`config.mk`:
```
export PLATFORM = sky130hd
export DESIGN_NAME = ecc_sector_summary
export DESIGN_NICKNAME = d
export VERILOG_FILES = /design/src/rtl/ecc_sector_summary.sv
export SDC_FILE = /design/constraint.sdc
export NUM_CORES = 1
export LEC_CHECK = 0
export BUFFER_PORTS_ARGS = -buffer_cell sky130_fd_sc_hd__buf_2
export CAP_MARGIN = 25
export CORE_ASPECT_RATIO = 0.5
export CORE_MARGIN = 1.5
export CORE_UTILIZATION = 30
export CTS_CLUSTER_DIAMETER = 50
export DETAILED_ROUTE_END_ITERATION = 10
export SLEW_MARGIN = 20
export SYNTH_ARGS = -nofsm -noshare
export SYNTH_HDL_FRONTEND = slang
export SYNTH_SLANG_ARGS = --single-unit
```
`constraint.sdc`:
```
create_clock -name clk -period 1.8 [get_ports clk]
set_clock_uncertainty 0.1 [all_clocks]
set_input_delay 0.18 -clock clk [delete_from_list [all_inputs] [get_ports clk]]
set_output_delay 0.18 -clock clk [all_outputs]
set_load 0.02 [all_outputs]
```
`src/rtl/ecc_sector_summary.sv`:
```
module ecc_sector_summary #(
  parameter int PAGE_BYTES = 2048,
  parameter int STEP_BYTES = 512,
  parameter int SLOTS      = 8,
  parameter int CNT_W      = 5
) (
  input  logic        clk,
  input  logic        rst_n,
  input  logic        page_start,
  input  logic        sec_done,
  input  logic [2:0]  sec_idx,
  input  logic [4:0]  sec_cnt,
  input  logic        sec_fail,
  input  logic        err_clr,
  input  logic        err_ie,
  input  logic        glb_ie,
  output logic [31:0] status_word,
  output logic        err_status,
  output logic        irq
);
  localparam int NSEC = PAGE_BYTES / STEP_BYTES;

  logic [SLOTS-1:0] fail_q, corr_q;
  logic [CNT_W-1:0] max_q;
  logic             err_q;

  wire in_range = int'(sec_idx) < NSEC;
  wire rpt_ok   = sec_done && !page_start && in_range;
  wire rpt_err  = rpt_ok && (sec_fail || sec_cnt != '0);

  always_ff @(posedge clk or negedge rst_n) begin
    if (!rst_n) begin
      fail_q <= '0;
      corr_q <= '0;
      max_q  <= '0;
    end else if (page_start) begin
      fail_q <= '0;
      corr_q <= '0;
      max_q  <= '0;
    end else if (rpt_ok) begin
      if (sec_fail) begin
        fail_q[sec_idx] <= 1'b1;
      end else begin
        if (sec_cnt != '0) corr_q[sec_idx] <= 1'b1;
        if (sec_cnt > max_q) max_q <= sec_cnt;
      end
    end
  end

  always_ff @(posedge clk or negedge rst_n) begin
    if (!rst_n)       err_q <= 1'b0;
    else if (rpt_err) err_q <= 1'b1;
    else if (err_clr) err_q <= 1'b0;
  end

  assign status_word = {fail_q, corr_q, 3'b000, max_q, 8'h00};
  assign err_status  = err_q;
  assign irq         = err_q & err_ie & glb_ie;
endmodule


```
Word-level counts from Yosys, hierarchy flattened
Cells that the tools add are included.
W data, S select, Z words.
{"block": "op_classes", "n_mux": 15, "eq_ne": 1, "bitwise": 4, "reduce_logical": 15, "order_cmp": 4}
{"operator": "$mux W8", "n": 7}
{"operator": "$mux W5", "n": 4}
{"operator": "$or A8 B8 Y8", "n": 2}
{"operator": "$reduce_bool A2 Y1", "n": 5}
{"operator": "$reduce_and A3 Y1", "n": 2}
{"operator": "$gt A5 B5 Y1", "n": 1}
{"operator": "$reduce_bool A5 Y1", "n": 1}
{"operator": "$logic_and A1 B1 Y1", "n": 4}
{"operator": "$lt A3 B4 Y1 const B", "n": 1}
{"operator": "$demux W1 S3", "n": 1}
{"operator": "$ge A3 B1 Y1 const B", "n": 1}
{"operator": "$lt A3 B3 Y1 const B", "n": 1}
{"operator": "$mux W1", "n": 3}
{"operator": "$and A1 B1 Y1", "n": 2}
{"operator": "$ne A2 B2 Y1 const B", "n": 1}
{"operator": "$reduce_and A2 Y1", "n": 1}
{"operator": "$logic_not A1 Y1", "n": 1}
{"operator": "$logic_or A1 B1 Y1", "n": 1}
{"block": "totals", "register_bits": 22, "out_inout_bits": 34, "inputBits": 16, "elab_cells": 43}

Depth between registers and ports, before layout
Gate-level depths: netlist of the first run.
{"block": "depth", "ltp_word": 9, "mapped_depth": 6, "depth_no_buf": 6}

Worst setup path before layout of the first run
Ideal clock, no wire load.
{"block": "synth_timing", "kind": "register to register", "from": "register max_q[4]", "to": "register max_q[0]", "required_time_ns": 1.621, "stages_incl_launch_ff": 7, "t_arrival_ns": 1.624, "setup_ns": 0.079, "path_buffers": 0, "period_less_slack_ns": 1.804, "slack_ns": -0.004, "cell_sequence": "dfrtp_1 -> inv_1 -> ha_1 -> nand4_1 -> o221ai_1 -> nor3b_4 -> mux2i_1"}
{"block": "synth_between", "elab_chain_len": 3}
{"element": "from (decl)", "line": "24", "text": "logic [CNT_W-1:0] max_q;"}
{"element": "from (signal assigned)", "line": "45", "text": "if (sec_cnt > max_q) max_q <= sec_cnt;"}
{"element": "$gt A5 B5 Y1", "line": "45"}
{"element": "$reduce_bool A2 Y1 (no line)"}
{"element": "$reduce_and A3 Y1 (no line)"}
No other way between the ends.
A chain may end at the register's enable or synchronous reset.

Worst setup path after layout of the first run
{"block": "layout_timing", "from": "register max_q[3]", "to": "register max_q[4]"}
Same word-level chain as after synthesis.

==> results.py, run 1 <==
metrics = {
    "setup_path": {
        "path_cells": "inv_1 > ha_1 > nand4_1 > o221ai_1 > nor3b_4 > buf_6 > mux2i_1",
        "critical_path_required_ns": 1.88,
        "r2r-end": "max_q[4]",
        "r2r_cells": 7,
        "critical-path-max-stage-delay_ns": 0.36,
        "worst-r2r-setup-slack_ns": 0.08,
        "crit_family": "simple AND/OR/NAND/NOR gates",
        "worst-path-buf-inv": 2,
        "path_class": "flip-flop to flip-flop",
        "r2r_start": "max_q[3]",
        "start_kind": "flip-flop",
        "cp.arrival_ns": 1.80,
        "end_kind": "flip-flop",
        "slowest_stage": "dfrtp_1",
        "path_max_fanout": 2,
    },
    "clocking": {
        "cts_buffers": 3,
        "clock_latency_ns": 0.26,
        "clock_path_buffers": 2,
        "cts-root-buf": "clkbuf_8",
        "cts_tree": "done",
        "htreeDepth": 1,
        "clk_pin_slew_ns": 0.08,
        "clock-sinks": 22,
    },
    "timing": {
        "fin_crit_ns": 1.72,
        "holdWs_ns": 0.0930,
        "fmax_mhz": 581,
        "setup_viol": 0,
        "drv_slew": 0,
        "grt_setup_unrepaired": "true",
        "final.period_utilization": 0.956,
        "slew_headroom": 0.638,
        "tightest_slew_ns": 0.538,
        "hold_viol_final": 0,
    },
    "cells_and_area": {
        "utilization": 0.423,
        "layout.nets": 175,
        "synthToLayoutAreaGrowth_pct": 31.9,
        "n_antenna_cell": 0,
        "fin_area_sq_mm": 0.00148,
        "fin_cells": 204,
        "layout-drive-gt1-share": 0.359,
    },
    "floorplan": {
        "rows": 15,
        "fp.dieH_um": 46.2,
        "ios": 50,
        "initial_core_util": 0.320,
        "die_w_um": 89.4,
        "die-area_sq_mm": 0.00413,
        "core_area_sq_mm": 0.00349,
    },
    "placement": {
        "numPortBuffers": 38,
        "gp_congestion": 0.751,
        "place_area_sq_mm": 0.00134,
        "placed_cells": 197,
        "dp_hpwl_um": 1640,
    },
    "synth": {
        "yosysSeqAreaShare": 0.492,
        "syn_avg_cell_area_sq_um": 10.4,
        "yosysWarnings": 0,
        "syn_inst": 108,
        "ys_ff_latch": 22,
        "syn-cell-area_sq_mm": 0.00112,
        "ys_types": 25,
    },
    "routing": {
        "routedWlPerCell_um": 10.7,
        "drc": 0,
        "vias": 881,
        "drtAntennaViolNets": 0,
        "drtIter0Drc": 49,
        "vias_per_cell": 4.32,
        "drtPass1Iterations": 4,
        "wirelength_um": 2190,
    },
    "hold_path": {
        "hold_start": "sec_cnt[3]",
        "worstHoldPathType": "primary input to flip-flop",
        "min_to": "max_q[3]",
        "holdPathStages": 3,
    },
    "power": {
        "internal_power_mw": 0.855,
        "irDropWorstVdd_v": 0.000327,
        "seqPwrFrac": 0.458,
        "pwr-share-comb": 0.133,
        "power.switching_mw": 0.250,
        "pwr-share-clk": 0.409,
        "total_power_mw": 1.10,
        "power.density_mw_per_mm2": 749,
        "p_leak_nw": 0.771,
        "swShare": 0.226,
    },
    "global_route": {
        "groute.usage.overall": 0.109,
        "grt_remaining_overflow": 0,
        "grt_pass1_wl_um": 3310,
        "grt_pass1_vias": 718,
        "grt_antenna_before_repair": 0,
        "grt_max_degree": 28,
    },
    "run_status": {
        "outcome": "finished clean",
    },
    "flow_run": {
        "max_cap_violations": 0,
    },
}
-- registers in the layout, summed over array words and instances, names as in the netlist --
register	flops
err_status	1
max_q	5
fail_q	8
corr_q	8
-- worst register-to-register path, stage by stage (launching register included) --
cell and delay [ns]:
dfrtp_1 0.36, inv_1 0.05, ha_1 0.28, nand4_1 0.12
o221ai_1 0.18, nor3b_4 0.26, buf_6 0.14, mux2i_1 0.17
-- Yosys cell counts --
cell | n | area [sq um]
or3b_4 | 1 | 11.3
a31oi_1 | 2 | 12.5
and2b_2 | 1 | 8.76
a211oi_1 | 1 | 7.51
nand2b_1 | 10 | 62.6
o221ai_1 | 1 | 8.76
a21oi_1 | 9 | 45.0
and4b_2 | 1 | 11.3
ha_1 | 5 | 62.6
nor2b_1 | 8 | 50.1
nand2_1 | 2 | 7.51
nor2_1 | 11 | 41.3
buf_4 | 11 | 82.6
dfrtp_1 | 22 | 551
and3_1 | 1 | 6.26
inv_1 | 8 | 30.0
o22ai_1 | 1 | 6.26
and4bb_2 | 1 | 12.5
nand4_1 | 1 | 6.26
mux2i_1 | 5 | 50.1
or3b_2 | 1 | 8.76
conb_1 | 1 | 3.75
nor4_1 | 1 | 6.26
nor3b_4 | 1 | 18.8
clkbuf_1 | 2 | 7.51
-- cells in the final DEF, fill, tap and decap left out, types with 3 or more instances in the layout --
master,n
inv_1,8
mux2i_1,5
buf_2,38
nand2b_1,10
nor2_1,11
ha_1,3
nor2b_1,8
conb_1,11
a21oi_1,9
dfrtp_1,21
clkbuf_8,3
-- logic make-up (layout without fill, tap and decap cells) --
group | Yosys count | count (layout) | synth area share
and+or+nand+nor | 40 | 40 | 0.225
muxes | 5 | 5 | 0.0447
other | 1 | 11 | 0.00335
adders and majority gates | 5 | 5 | 0.0559
DFF | 22 | 22 | 0.492
buffers and inverters | 21 | 56 | 0.107
AOI/OAI and AO/OA | 14 | 14 | 0.0716
-- stage by stage --
stage,setup TNS [ns],worst slack (ns)
after CTS,0,0.0479
after detailed placement,0,0.0690
after global routing,-0.103,-0.0368
final,0,0.0790
after global placement,0,0.125
after floorplan,0,0.00481
-- layer usage --
metal	vias up	global-route usage	wire, um
li1	426	-	-
met5	-	0	0
met2	25	0.177	1060
met3	0	0.0430	116
met1	430	0.134	1020
met4	0	0.0369	0
-- repair_timing --
item	4_1_cts	5_1_grt
endpoints found under the setup margin	0	5
hold buffers	1	1
resized for setup	0	4
hold endpoints to repair	22	1
buffers inserted	0	1
-- how the worst max path moves through the flow --
stage          startpoint       end  cells past startpoint
2_1_floorplan    max_q[2]  max_q[4]                      6
3_3_place_gp     max_q[1]  max_q[3]                      7
3_5_place_dp     max_q[4]  max_q[1]                      7
4_1_cts          max_q[4]  max_q[1]                      7
5_1_grt          max_q[1]  max_q[3]                      7
6_report         max_q[3]  max_q[4]                      7
-- cell type report --
cell class,count,area [sq um]
clock buffers,3,41.3
clock inverters,1,30.0
fillers,355,2020
inverters,8,30.0
multi-input cells,75,510
flip-flops and latches,22,552
well taps,51,63.8
repair buffers,44,248
-- power groups by stage --
stage | Clock, mW | Sequential (mW) | Combinational [mW]
6_report | 0.452 | 0.506 | 0.147
5_1_grt | 0.493 | 0.507 | 0.166
4_1_cts | 0.471 | 0.506 | 0.139
3_5_place_dp | 0 | 0.516 | 0.137
3_3_place_gp | 0 | 0.516 | 0.135
2_1_floorplan | 0 | 0.525 | 0.0906
Power figures use the tool's default switching activity.
==> run 2, diff against run 1 <==
--- a/config.mk
+++ b/config.mk
@@ -12,6 +12,7 @@
 export CORE_UTILIZATION = 30
 export CTS_CLUSTER_DIAMETER = 50
 export DETAILED_ROUTE_END_ITERATION = 10
+export PLACE_DENSITY = 0.51
 export SLEW_MARGIN = 20
 export SYNTH_ARGS = -nofsm -noshare
 export SYNTH_HDL_FRONTEND = slang
==> run 2 against run 1 <==
Combinational power is 5% higher. Clock power hardly changed. Register-to-register slack hardly changed. Non-clock buffer count is 2 higher. Sequential power hardly changed. First-iteration DRC count is 59% lower. Final cell count is 0.98% higher. Core utilization is 0.97 points higher. Power is 0.54% higher. Cell area is 2.3% higher.
==> results.py, run 2 (synthesized netlist as in run 1, its figures left out) <==
metrics = {
    "flow_run": {
        "max_cap_violations": 0,
    },
    "floorplan": {
        "fp.dieH_um": 46.2,
        "core_area_sq_mm": 0.00349,
        "rows": 15,
        "die-area_sq_mm": 0.00413,
        "ios": 50,
        "die_w_um": 89.4,
        "initial_core_util": 0.320,
    },
    "power": {
        "internal_power_mw": 0.860,
        "power.density_mw_per_mm2": 736,
        "irDropWorstVdd_v": 0.000312,
        "total_power_mw": 1.11,
        "seqPwrFrac": 0.455,
        "swShare": 0.226,
        "pwr-share-clk": 0.405,
        "p_leak_nw": 0.783,
        "pwr-share-comb": 0.140,
        "power.switching_mw": 0.251,
    },
    "routing": {
        "drtPass1Iterations": 2,
        "vias_per_cell": 4.02,
        "drc": 0,
        "drtIter0Drc": 20,
        "wirelength_um": 2240,
        "routedWlPerCell_um": 10.9,
        "vias": 829,
        "drtAntennaViolNets": 0,
    },
    "setup_path": {
        "critical_path_required_ns": 1.89,
        "cp.arrival_ns": 1.81,
        "end_kind": "flip-flop",
        "path_max_fanout": 3,
        "r2r_cells": 7,
        "startpoint": "max_q[1]",
        "start_kind": "flip-flop",
        "path_class": "flip-flop to flip-flop",
        "r2r_start": "max_q[1]",
    },
    "clocking": {
        "clk_pin_slew_ns": 0.07,
        "cts_buffers": 3,
        "cts_tree": "done",
        "htreeDepth": 1,
        "clock_latency_ns": 0.26,
        "cts-root-buf": "clkbuf_8",
        "clock-sinks": 22,
        "clock_path_buffers": 2,
    },
    "placement": {
        "numPortBuffers": 38,
        "gp_congestion": 0.813,
        "pre_cts_ws_ns": 0.0725,
        "place_area_sq_mm": 0.00134,
        "placed_cells": 197,
        "dp_hpwl_um": 1620,
    },
    "cells_and_area": {
        "final_cell_mix": "buf_2 (38), dfrtp_1 (21), nor2_1 (11), conb_1 (11), nand2b_1 (10)",
        "layout-drive-gt1-share": 0.387,
        "synthToLayoutAreaGrowth_pct": 34.9,
        "biggestRegsByFlops": "corr_q (8), fail_q (8), max_q (5)",
        "utilization": 0.432,
        "fin_cells": 206,
        "final_common_cell": "buf_2",
        "fin_area_sq_mm": 0.00151,
        "n_antenna_cell": 0,
        "layout.nets": 177,
    },
    "global_route": {
        "groute.usage.overall": 0.114,
        "grt_remaining_overflow": 0,
        "grt_pass1_wl_um": 3450,
        "grt_pass1_vias": 759,
        "grt_antenna_before_repair": 0,
        "grt_max_degree": 28,
    },
    "timing": {
        "hold_viol_final": 0,
        "grt_setup_unrepaired": "true",
        "tightest_slew_ns": 0.526,
        "setup_viol": 0,
        "fin_crit_ns": 1.73,
        "setup_slack_ns": 0.0727,
        "drv_slew": 0,
        "holdWs_ns": 0.100,
        "slew_headroom": 0.646,
        "fin_tns_setup_ns": 0,
        "fmax_mhz": 579,
        "final.period_utilization": 0.960,
    },
    "hold_path": {
        "hold_start": "sec_cnt[1]",
        "holdPathStages": 3,
        "worstHoldPathType": "primary input to flip-flop",
    },
    "run_status": {
        "outcome": "finished clean",
    },
}
==> run 2: cell types whose count changed in the layout (fill, tap and decap cells not counted), sizes merged <==
| cell | change |
|---|---|
| buf | +2 |
==> run 2: area by class of cell <==
cell class / instances / area, sq um
repair buffers: 46 / 263
clock buffers: 3 / 41.3
multi-input cells: 75 / 529
flip-flops and latches: 22 / 552
fillers: 355 / 1980
inverters: 8 / 30.0
clock inverters: 1 / 30.0
well taps: 51 / 63.8
==> run 2: worst paths after layout <==
check / slack, ns / endpoint
max: 0.07 / max_q[3]
min: 0.10 / max_q[1]
max reg2reg: 0.07 / max_q[3]
min reg2reg: 0.39 / fail_q[0]
max in group asynchronous: 0.95 / max_q[4]
min in group asynchronous: 0.30 / fail_q[7]
==> run 2: layer usage <==
metal | vias up | wire length [um] | share of wire | GRT usage
li1 | 433 | - | - | -
met1 | 373 | 1110 | 0.50 | 0.155
met2 | 21 | 1020 | 0.46 | 0.182
met3 | 2 | 89 | 0.040 | 0.0305
met4 | 0 | 11 | 0.0049 | 0.0277
met5 | - | 0 | 0 | 0
==> run 2: what timing repair did <==
item	in CTS	in global routing
hold buffers	1	1
hold endpoints to repair	22	1
gates resized for setup	0	7
buffers inserted	0	3
setup endpoints to repair	0	5
==> run 2: worst max-delay path: stages, from the launching register on <==
cell,delay (ns)
dfrtp_1,0.37
inv_1,0.05
ha_1,0.28
nand4_1,0.14
o221ai_2,0.15
nor3b_4,0.24
buf_6,0.15
mux2i_1,0.17
==> run 2: power by group through the flow <==
stage,Sequential (mW),Clock [mW],Combinational [mW]
5_1_grt,0.507,0.491,0.175
6_report,0.506,0.450,0.155
3_5_place_dp,0.516,0,0.138
4_1_cts,0.506,0.469,0.140
3_3_place_gp,0.516,0,0.138
2_1_floorplan,0.525,0,0.0906
